File: config.mk
export PLATFORM = sky130hd
export DESIGN_NAME = npc3_stseq
export DESIGN_NICKNAME = d
export VERILOG_FILES = /design/src/rtl/npc3_stseq_pkg.sv /design/src/rtl/npc3_stseq_timer.sv /design/src/rtl/npc3_stseq_plan.sv /design/src/rtl/npc3_stseq_leg.sv /design/src/rtl/npc3_stseq.sv
export SDC_FILE = /design/constraint.sdc
export NUM_CORES = 1
export LEC_CHECK = 0
export ABC_AREA = 1
export BUFFER_PORTS_ARGS = -buffer_cell sky130_fd_sc_hd__buf_2
export CORE_MARGIN = 2
export CORE_UTILIZATION = 59
export DETAILED_ROUTE_END_ITERATION = 8
export HOLD_SLACK_MARGIN = 0.12
export PLACE_DENSITY = 0.79
export SLEW_MARGIN = 30
export SYNTH_ARGS = -nofsm -noshare
export SYNTH_HDL_FRONTEND = slang
export SYNTH_HIERARCHICAL = 1
export SYNTH_SLANG_ARGS = --single-unit
File: constraint.sdc
create_clock -name clk -period 9.3 [get_ports clk]
set_input_delay 0.93 -clock clk [delete_from_list [all_inputs] [get_ports clk]]
set_output_delay 0.93 -clock clk [all_outputs]
set_load 0.05 [all_outputs]
File: src/rtl/npc3_stseq_pkg.sv
package npc3_stseq_pkg;

    localparam int NLEG = 3;
    localparam int TW   = 16;

    typedef logic [TW-1:0] tick_t;

    typedef enum logic [1:0] {
        LVL_N = 2'b00,
        LVL_O = 2'b01,
        LVL_P = 2'b10,
        LVL_X = 2'b11
    } lvl_e;

    localparam logic [3:0] G_P   = 4'b1100;
    localparam logic [3:0] G_O   = 4'b0110;
    localparam logic [3:0] G_N   = 4'b0011;
    localparam logic [3:0] G_UST = 4'b1110;
    localparam logic [3:0] G_LST = 4'b0111;

    typedef struct packed {
        tick_t       b1;
        tick_t       b2;
        tick_t       b3;
        tick_t       b4;
        tick_t       b5;
        tick_t       u;
        logic [5:0]  c1;
        logic [5:0]  c2;
        logic [5:0]  c3;
        logic [1:0]  ul;
        logic [1:0]  ll;
    } plan_t;

    function automatic lvl_e leg_code(input logic [5:0] codes, input logic [1:0] k);
        case (k)
            2'd0:    leg_code = lvl_e'(codes[1:0]);
            2'd1:    leg_code = lvl_e'(codes[3:2]);
            2'd2:    leg_code = lvl_e'(codes[5:4]);
            default: leg_code = LVL_O;
        endcase
    endfunction

    function automatic logic [3:0] lvl_gates(input lvl_e l);
        case (l)
            LVL_P:   lvl_gates = G_P;
            LVL_N:   lvl_gates = G_N;
            default: lvl_gates = G_O;
        endcase
    endfunction

endpackage

File: src/rtl/npc3_stseq_timer.sv
module npc3_stseq_timer
    import npc3_stseq_pkg::*;
#(
    parameter int PERIOD = 40
) (
    input  logic  clk,
    input  logic  rst,
    output tick_t cnt,
    output logic  load,
    output logic  strobe
);
    localparam tick_t LAST = tick_t'(PERIOD - 1);

    tick_t cnt_q;
    logic  strobe_q;

    assign load   = (cnt_q == LAST);
    assign cnt    = cnt_q;
    assign strobe = strobe_q;

    always_ff @(posedge clk) begin
        if (rst) begin
            cnt_q    <= '0;
            strobe_q <= 1'b0;
        end else begin
            cnt_q    <= load ? '0 : cnt_q + tick_t'(1);
            strobe_q <= load;
        end
    end
endmodule

File: src/rtl/npc3_stseq_plan.sv
module npc3_stseq_plan
    import npc3_stseq_pkg::*;
#(
    parameter int PERIOD = 40,
    parameter int DW     = 6
) (
    input  logic          clk,
    input  logic          rst,
    input  logic          load,
    input  logic [5:0]    vec1_lvl,
    input  logic [5:0]    vec2_lvl,
    input  logic [5:0]    vec3_lvl,
    input  logic [DW-1:0] dwell2,
    input  logic [DW-1:0] dwell3,
    input  logic [DW-1:0] st_total,
    input  logic [1:0]    ust_leg,
    input  logic [1:0]    lst_leg,
    output plan_t         plan
);
    localparam tick_t T = tick_t'(PERIOD);

    tick_t d1, d2c, d3c, rem;
    tick_t f1, f2, f3, s2, s3;
    tick_t half_st, lim;
    logic  st_ok;
    plan_t plan_d, plan_q;

    always_comb begin
        d2c     = (tick_t'(dwell2) > T) ? T : tick_t'(dwell2);
        rem     = T - d2c;
        d3c     = (tick_t'(dwell3) > rem) ? rem : tick_t'(dwell3);
        d1      = rem - d3c;
        f1      = d1 >> 1;
        f2      = d2c >> 1;
        f3      = d3c >> 1;
        s2      = d2c - f2;
        s3      = d3c - f3;
        half_st = tick_t'(st_total) >> 1;
        lim     = (f1 == '0) ? '0 : f1 - tick_t'(1);
        st_ok   = (ust_leg != 2'd3) && (lst_leg != 2'd3)
               && (leg_code(vec1_lvl, ust_leg) != LVL_N)
               && (leg_code(vec1_lvl, lst_leg) != LVL_P);

        plan_d.b1 = f1;
        plan_d.b2 = f1 + f2;
        plan_d.b3 = f1 + f2 + f3;
        plan_d.b4 = f1 + f2 + f3 + s3;
        plan_d.b5 = f1 + f2 + f3 + s3 + s2;
        plan_d.u  = st_ok ? ((half_st < lim) ? half_st : lim) : '0;
        plan_d.c1 = vec1_lvl;
        plan_d.c2 = vec2_lvl;
        plan_d.c3 = vec3_lvl;
        plan_d.ul = ust_leg;
        plan_d.ll = lst_leg;
    end

    always_ff @(posedge clk) begin
        if (rst) begin
            plan_q.b1 <= '0;
            plan_q.b2 <= '0;
            plan_q.b3 <= '0;
            plan_q.b4 <= '0;
            plan_q.b5 <= '0;
            plan_q.u  <= '0;
            plan_q.c1 <= {3{LVL_O}};
            plan_q.c2 <= {3{LVL_O}};
            plan_q.c3 <= {3{LVL_O}};
            plan_q.ul <= 2'd3;
            plan_q.ll <= 2'd3;
        end else if (load) begin
            plan_q <= plan_d;
        end
    end

    assign plan = plan_q;
endmodule

File: src/rtl/npc3_stseq_leg.sv
module npc3_stseq_leg
    import npc3_stseq_pkg::*;
#(
    parameter int PERIOD = 40,
    parameter int LEG    = 0
) (
    input  tick_t      cnt,
    input  plan_t      plan,
    output logic [3:0] gates
);
    localparam logic [1:0] MY_IDX = 2'(LEG);

    logic [5:0]  codes;
    tick_t       lst_from;
    logic        in_ust, in_lst;

    always_comb begin
        if (cnt < plan.b1)      codes = plan.c1;
        else if (cnt < plan.b2) codes = plan.c2;
        else if (cnt < plan.b4) codes = plan.c3;
        else if (cnt < plan.b5) codes = plan.c2;
        else                    codes = plan.c1;

        lst_from = tick_t'(PERIOD) - plan.u;
        in_ust   = (plan.ul == MY_IDX) && (cnt < plan.u);
        in_lst   = (plan.ll == MY_IDX) && (plan.u != '0) && (cnt >= lst_from);

        if (in_ust)      gates = G_UST;
        else if (in_lst) gates = G_LST;
        else             gates = lvl_gates(leg_code(codes, MY_IDX));
    end
endmodule

File: src/rtl/npc3_stseq.sv
module npc3_stseq
    import npc3_stseq_pkg::*;
#(
    parameter int PERIOD = 40,
    parameter int DW     = $clog2(PERIOD + 1)
) (
    input  logic          clk,
    input  logic          rst,
    input  logic [5:0]    vec1_lvl,
    input  logic [5:0]    vec2_lvl,
    input  logic [5:0]    vec3_lvl,
    input  logic [DW-1:0] dwell2,
    input  logic [DW-1:0] dwell3,
    input  logic [DW-1:0] st_total,
    input  logic [1:0]    ust_leg,
    input  logic [1:0]    lst_leg,
    output logic [11:0]   gates_o,
    output logic          period_start_o
);
    tick_t cnt_w;
    logic  load_w;
    plan_t plan_w;

    npc3_stseq_timer #(.PERIOD(PERIOD)) u_timer (
        .clk    (clk),
        .rst    (rst),
        .cnt    (cnt_w),
        .load   (load_w),
        .strobe (period_start_o)
    );

    npc3_stseq_plan #(.PERIOD(PERIOD), .DW(DW)) u_plan (
        .clk      (clk),
        .rst      (rst),
        .load     (load_w),
        .vec1_lvl (vec1_lvl),
        .vec2_lvl (vec2_lvl),
        .vec3_lvl (vec3_lvl),
        .dwell2   (dwell2),
        .dwell3   (dwell3),
        .st_total (st_total),
        .ust_leg  (ust_leg),
        .lst_leg  (lst_leg),
        .plan     (plan_w)
    );

    for (genvar k = 0; k < NLEG; k++) begin : g_leg
        npc3_stseq_leg #(.PERIOD(PERIOD), .LEG(k)) u_leg (
            .cnt   (cnt_w),
            .plan  (plan_w),
            .gates (gates_o[4*k +: 4])
        );
    end
endmodule

== Word level (Yosys, flattened, before mapping) ==
Index checks and enable logic that the tools add are counted.
W data, S select, Z words.

* Input port bits: 42
* Register bits after elaboration: 118
* Output and inout port bits: 13
* Word-level logic and storage cells: 96

* Magnitude comparators: 9
* Reduce and logical (&&, ||, !) cells: 23
* Muxes and demuxes: 26
* $add $sub $neg: 11
* Equality and inequality tests: 15

{| class="wikitable"
|+ Operator list
! operator !! number
|-
| $lt A16 B16 Y1 || 4
|-
| $mux W16 || 4
|-
| $add A16 B16 Y16 || 2
|-
| $sub A16 B15 Y16 || 2
|-
| $sub A6 B16 Y16 const A || 2
|-
| $mux W6 || 5
|-
| $mux W4 || 6
|-
| $pmux W4 S2 || 3
|-
| $add A15 B15 Y16 || 1
|-
| $add A16 B1 Y16 const B || 1
|-
| $add A16 B15 Y16 || 1
|-
| $eq A16 B6 Y1 const B || 1
|-
| $ge A16 B16 Y1 || 1
|-
| $gt A6 B16 Y1 || 1
|-
| $logic_not A16 Y1 || 1
|-
| $lt A16 B15 Y1 || 1
|-
| $lt A5 B16 Y1 || 1
|-
| $reduce_bool A16 Y1 || 1
|-
| $sub A15 B1 Y16 const B || 1
|-
| $sub A16 B16 Y16 || 1
|-
| $eq A2 B2 Y1 const B || 7
|-
| $logic_not A2 Y1 || 7
|-
| $logic_and A1 B1 Y1 || 12
|-
| $mux W2 || 6
|-
| 6 further kinds || 12
|}

== Logic depth before layout (Yosys ltp) ==
* Depth after elaboration: 11
* Depth in mapped cells: 66

== Modules after synthesis ==
Netlist, hierarchy kept.

{| class="wikitable"
|+ By module, submodules not included
! module !! cells an instance !! instances !! area an instance (um^2)
|-
| npc3_stseq_plan || 1028 || 1 || 7561.0
|-
| npc3_stseq_leg (g_leg[2].u_leg) || 418 || 1 || 2728.9
|-
| npc3_stseq_leg (g_leg[0].u_leg) || 417 || 1 || 2720.1
|-
| npc3_stseq_leg (g_leg[1].u_leg) || 411 || 1 || 2708.8
|-
| npc3_stseq_timer || 129 || 1 || 900.9
|}

== Worst setup path after synthesis ==
No wires, ideal clock.

* Path type: input-to-reg
* Start: input port dwell2[1]
* End: register u_plan.plan_q, in the netlist u_plan/plan[51]
* Arrival time: 8.803 ns
* Path slack: 0.383 ns
* Path buffers: 1
* Cell stages on the path: 55
* Path through: nor3_1 > nand2_1 > nand2_1 > nand2_1 > ha_1 > a31o_2 > xor2_1 > ha_1 > nand2_1 > inv_1 > nand4_1 > nand2_2 > inv_2 > nand2_4 > buf_2 > o21ai_0 > inv_1 > ha_1 > (+19 left out) > nor2_1 > xor2_1 > ha_1 > a21oi_1 > o21ai_0 > a21oi_1 > nor2_1 > o21ai_0 > nand2_1 > nand2_1 > nand2_1 > nand2_1 > nand2_1 > nand3_1 > nand2_1 > o21ai_0 > a21oi_1 > a21o_1

{| class="wikitable"
|+ RTL lines
! item !! RTL line !! text
|-
| start, declared || npc3_stseq.sv:12 || <nowiki>input logic [DW-1:0] dwell2,</nowiki>
|-
| end signal, assigned || npc3_stseq_plan.sv:71 || <nowiki>plan_q <= plan_d;</nowiki>
|-
| end, declared || npc3_stseq_plan.sv:26 || <nowiki>plan_t plan_d, plan_q;</nowiki>
|}

==> results.py <==
metrics = {
    "global_route": {
        "grtUsageTotal_pct": 31.6,
        "grt_pass1_wl_um": 73900,
        "grt_remaining_overflow": 0,
        "grt_max_degree": 76,
        "grt_antenna_before_repair": 0,
        "grt_pass1_vias": 15907,
    },
    "floorplanning": {
        "die_x_um": 169,
        "core_mm2": 0.0270,
        "die_area_mm2": 0.0287,
        "num_rows": 60,
        "io_pins": 55,
        "fp.dieH_um": 169,
        "start_util_pct": 59.9,
    },
    "drt": {
        "wirelength_um": 45100,
        "via_count": 16292,
        "drc_errors": 0,
        "detail_route.first_pass.iterations": 7,
        "viasPerCell": 5.69,
        "antenna_left": 0,
        "first_iter_violations": 1178,
        "wl_per_cell_um": 15.8,
    },
    "final_layout": {
        "n_fill_cell": 2297,
        "layout_common_cells": "491 x nand2_1, 433 x inv_1, 354 x ha_1, 205 x a21oi_1, 122 x nand3_1",
        "final_nets": 2917,
        "finish.cell_count_without_fillers": 2862,
        "layout_commonest_cell": "nand2_1",
        "post-route-util_pct": 67.8,
        "area_delta_synth_final_pct": 13.2,
        "seq_area_mm2": 0.00236,
        "diodes": 0,
        "multi_input_area_mm2": 0.0121,
        "finish.instance_area_mm2": 0.0183,
        "drive_above_1_share_pct": 12.4,
    },
    "worst_setup_path": {
        "worst_ep_required_time_ns": 9.64,
        "cp.arrival_ns": 9.03,
        "slowest_delay_ns": 0.54,
        "reg2reg_slack_ns": 5.39,
        "ff2ff_path_depth": 9,
        "critPathMostFrequentCell": "nand2_1",
        "start_kind": "input pin",
        "worstSetupPathType": "in -> reg",
        "crit_fanout": 8,
        "worstReg2RegEnd": "u_plan/plan[41]",
        "cp-end-kind": "register",
        "r2r-start": "u_timer/cnt[1]",
        "cpMaxStageDelayCell": "fa_1",
    },
    "flow_run": {
        "max_cap_violations": 0,
    },
    "placed_design": {
        "post_dp_cell_area_mm2": 0.0175,
        "place.port_buffers": 53,
        "gp_congestion": 0.902,
        "dp_hpwl_um": 34800,
        "dp.cells": 2829,
    },
    "power_and_ir_drop": {
        "leakagePower_nw": 9.34,
        "power_density_mw_per_mm2": 398,
        "ir_worst_vdd_v": 0.000677,
    },
    "timing": {
        "fin_crit_sh_pct": 93.4,
        "finalSetupTns_ns": 0,
        "relSlewSlack_pct": 33.9,
        "max_freq_ghz": 0.115,
        "tightestPinTransition_ns": 0.986,
        "finalClockSkew_ns": 0.00953,
        "min_period_ns": 8.69,
        "hold_viol": 0,
        "fin_hold_ws_ns": 0.487,
        "slew_violations": 0,
        "finalSetupViolCount": 0,
    },
    "hold_path": {
        "hold_end": "u_plan/plan[31]",
        "worstHoldPathType": "reg -> reg",
        "hold_depth": 2,
        "hp-start": "u_plan/plan[31]",
    },
    "cts": {
        "clk_pin_slew_ns": 0.06,
        "clock-sinks": 118,
        "insertion_delay_ns": 0.43,
        "cts_tree": "yes",
        "root_buffer": "clkbuf_16",
        "htreeDepth": 4,
        "cts_made_buffers": 17,
        "clk_path_buf_depth": 2,
    },
    "synthesis": {
        "synthesis.area_mm2": 0.0162,
        "synthCells": 2354,
        "yosys_warnings": 6,
        "postSynthAreaPerCell_um2": 6.86,
    },
    "status": {
        "outcome": "finished clean",
    },
}
==> critical path: cells and delay by family <==
family                     cells  cell delay [ns]
and+or+nand+nor               29             2.99
buffers and inverters         10             0.77
adders and majority gates      8             2.56
AOI/OAI and AO/OA              7             1.05
xor gates and xnor gates       4             0.71
==> per-stage QoR <==
step | setup WS, ns | power, mW
after floorplan | 0.395 | 4.27
after global placement | 0.196 | 6.17
after detailed placement | 0.0233 | 6.30
after CTS | 0.435 | 7.07
after global routing | -0.00638 | 8.05
final | 0.610 | 7.28
==> where the power goes <==
group | switching (mW) | internal [mW] | total [mW]
sequential | 0.00520 | 0.507 | 0.512
clock | 0.262 | 0.485 | 0.747
combinational | 3.34 | 2.68 | 6.02
total | 3.61 | 3.67 | 7.28
==> layer usage <==
metal / wire [um] / vias up / GRT usage [%]
li1: - / 8095 / -
met1: 18700 / 7571 / 37.0
met2: 21600 / 483 / 55.6
met3: 2170 / 143 / 3.33
met4: 2610 / 0 / 19.2
met5: 0 / - / 0
==> timing repair <==
item	in CTS	in global routing
gates resized for setup	0	32
endpoints found under the setup margin	0	8
hold buffers	0	0
buffers inserted	0	1
==> flip-flops by register name, summed over array words and instances (netlist names) <==
name            cells
u_plan/plan       101
u_timer/cnt        16
u_timer/strobe      1
==> cell type report <==
class	instances	share of cell area (%)
Sequential cell	118	12.9
Clock inverter	14	1.23
Multi-Input combinational cell	1765	66.3
Tap cell	341	2.33
Timing Repair Buffer	150	5.44
Clock buffer	18	2.40
Inverter	456	9.36
==> how the worst max path moves through the flow <==
stage                         start              end  slack (ns)
after floorplan           dwell2[1]  u_plan/plan[51]        0.39
after global routing      dwell2[1]  u_plan/plan[53]      -0.006
after detailed placement  dwell2[1]  u_plan/plan[52]        0.02
final                     dwell2[5]  u_plan/plan[52]        0.61
after CTS                 dwell2[1]  u_plan/plan[52]        0.44
after global placement    dwell2[1]  u_plan/plan[52]        0.20
Power figures use the tool's default switching activity.
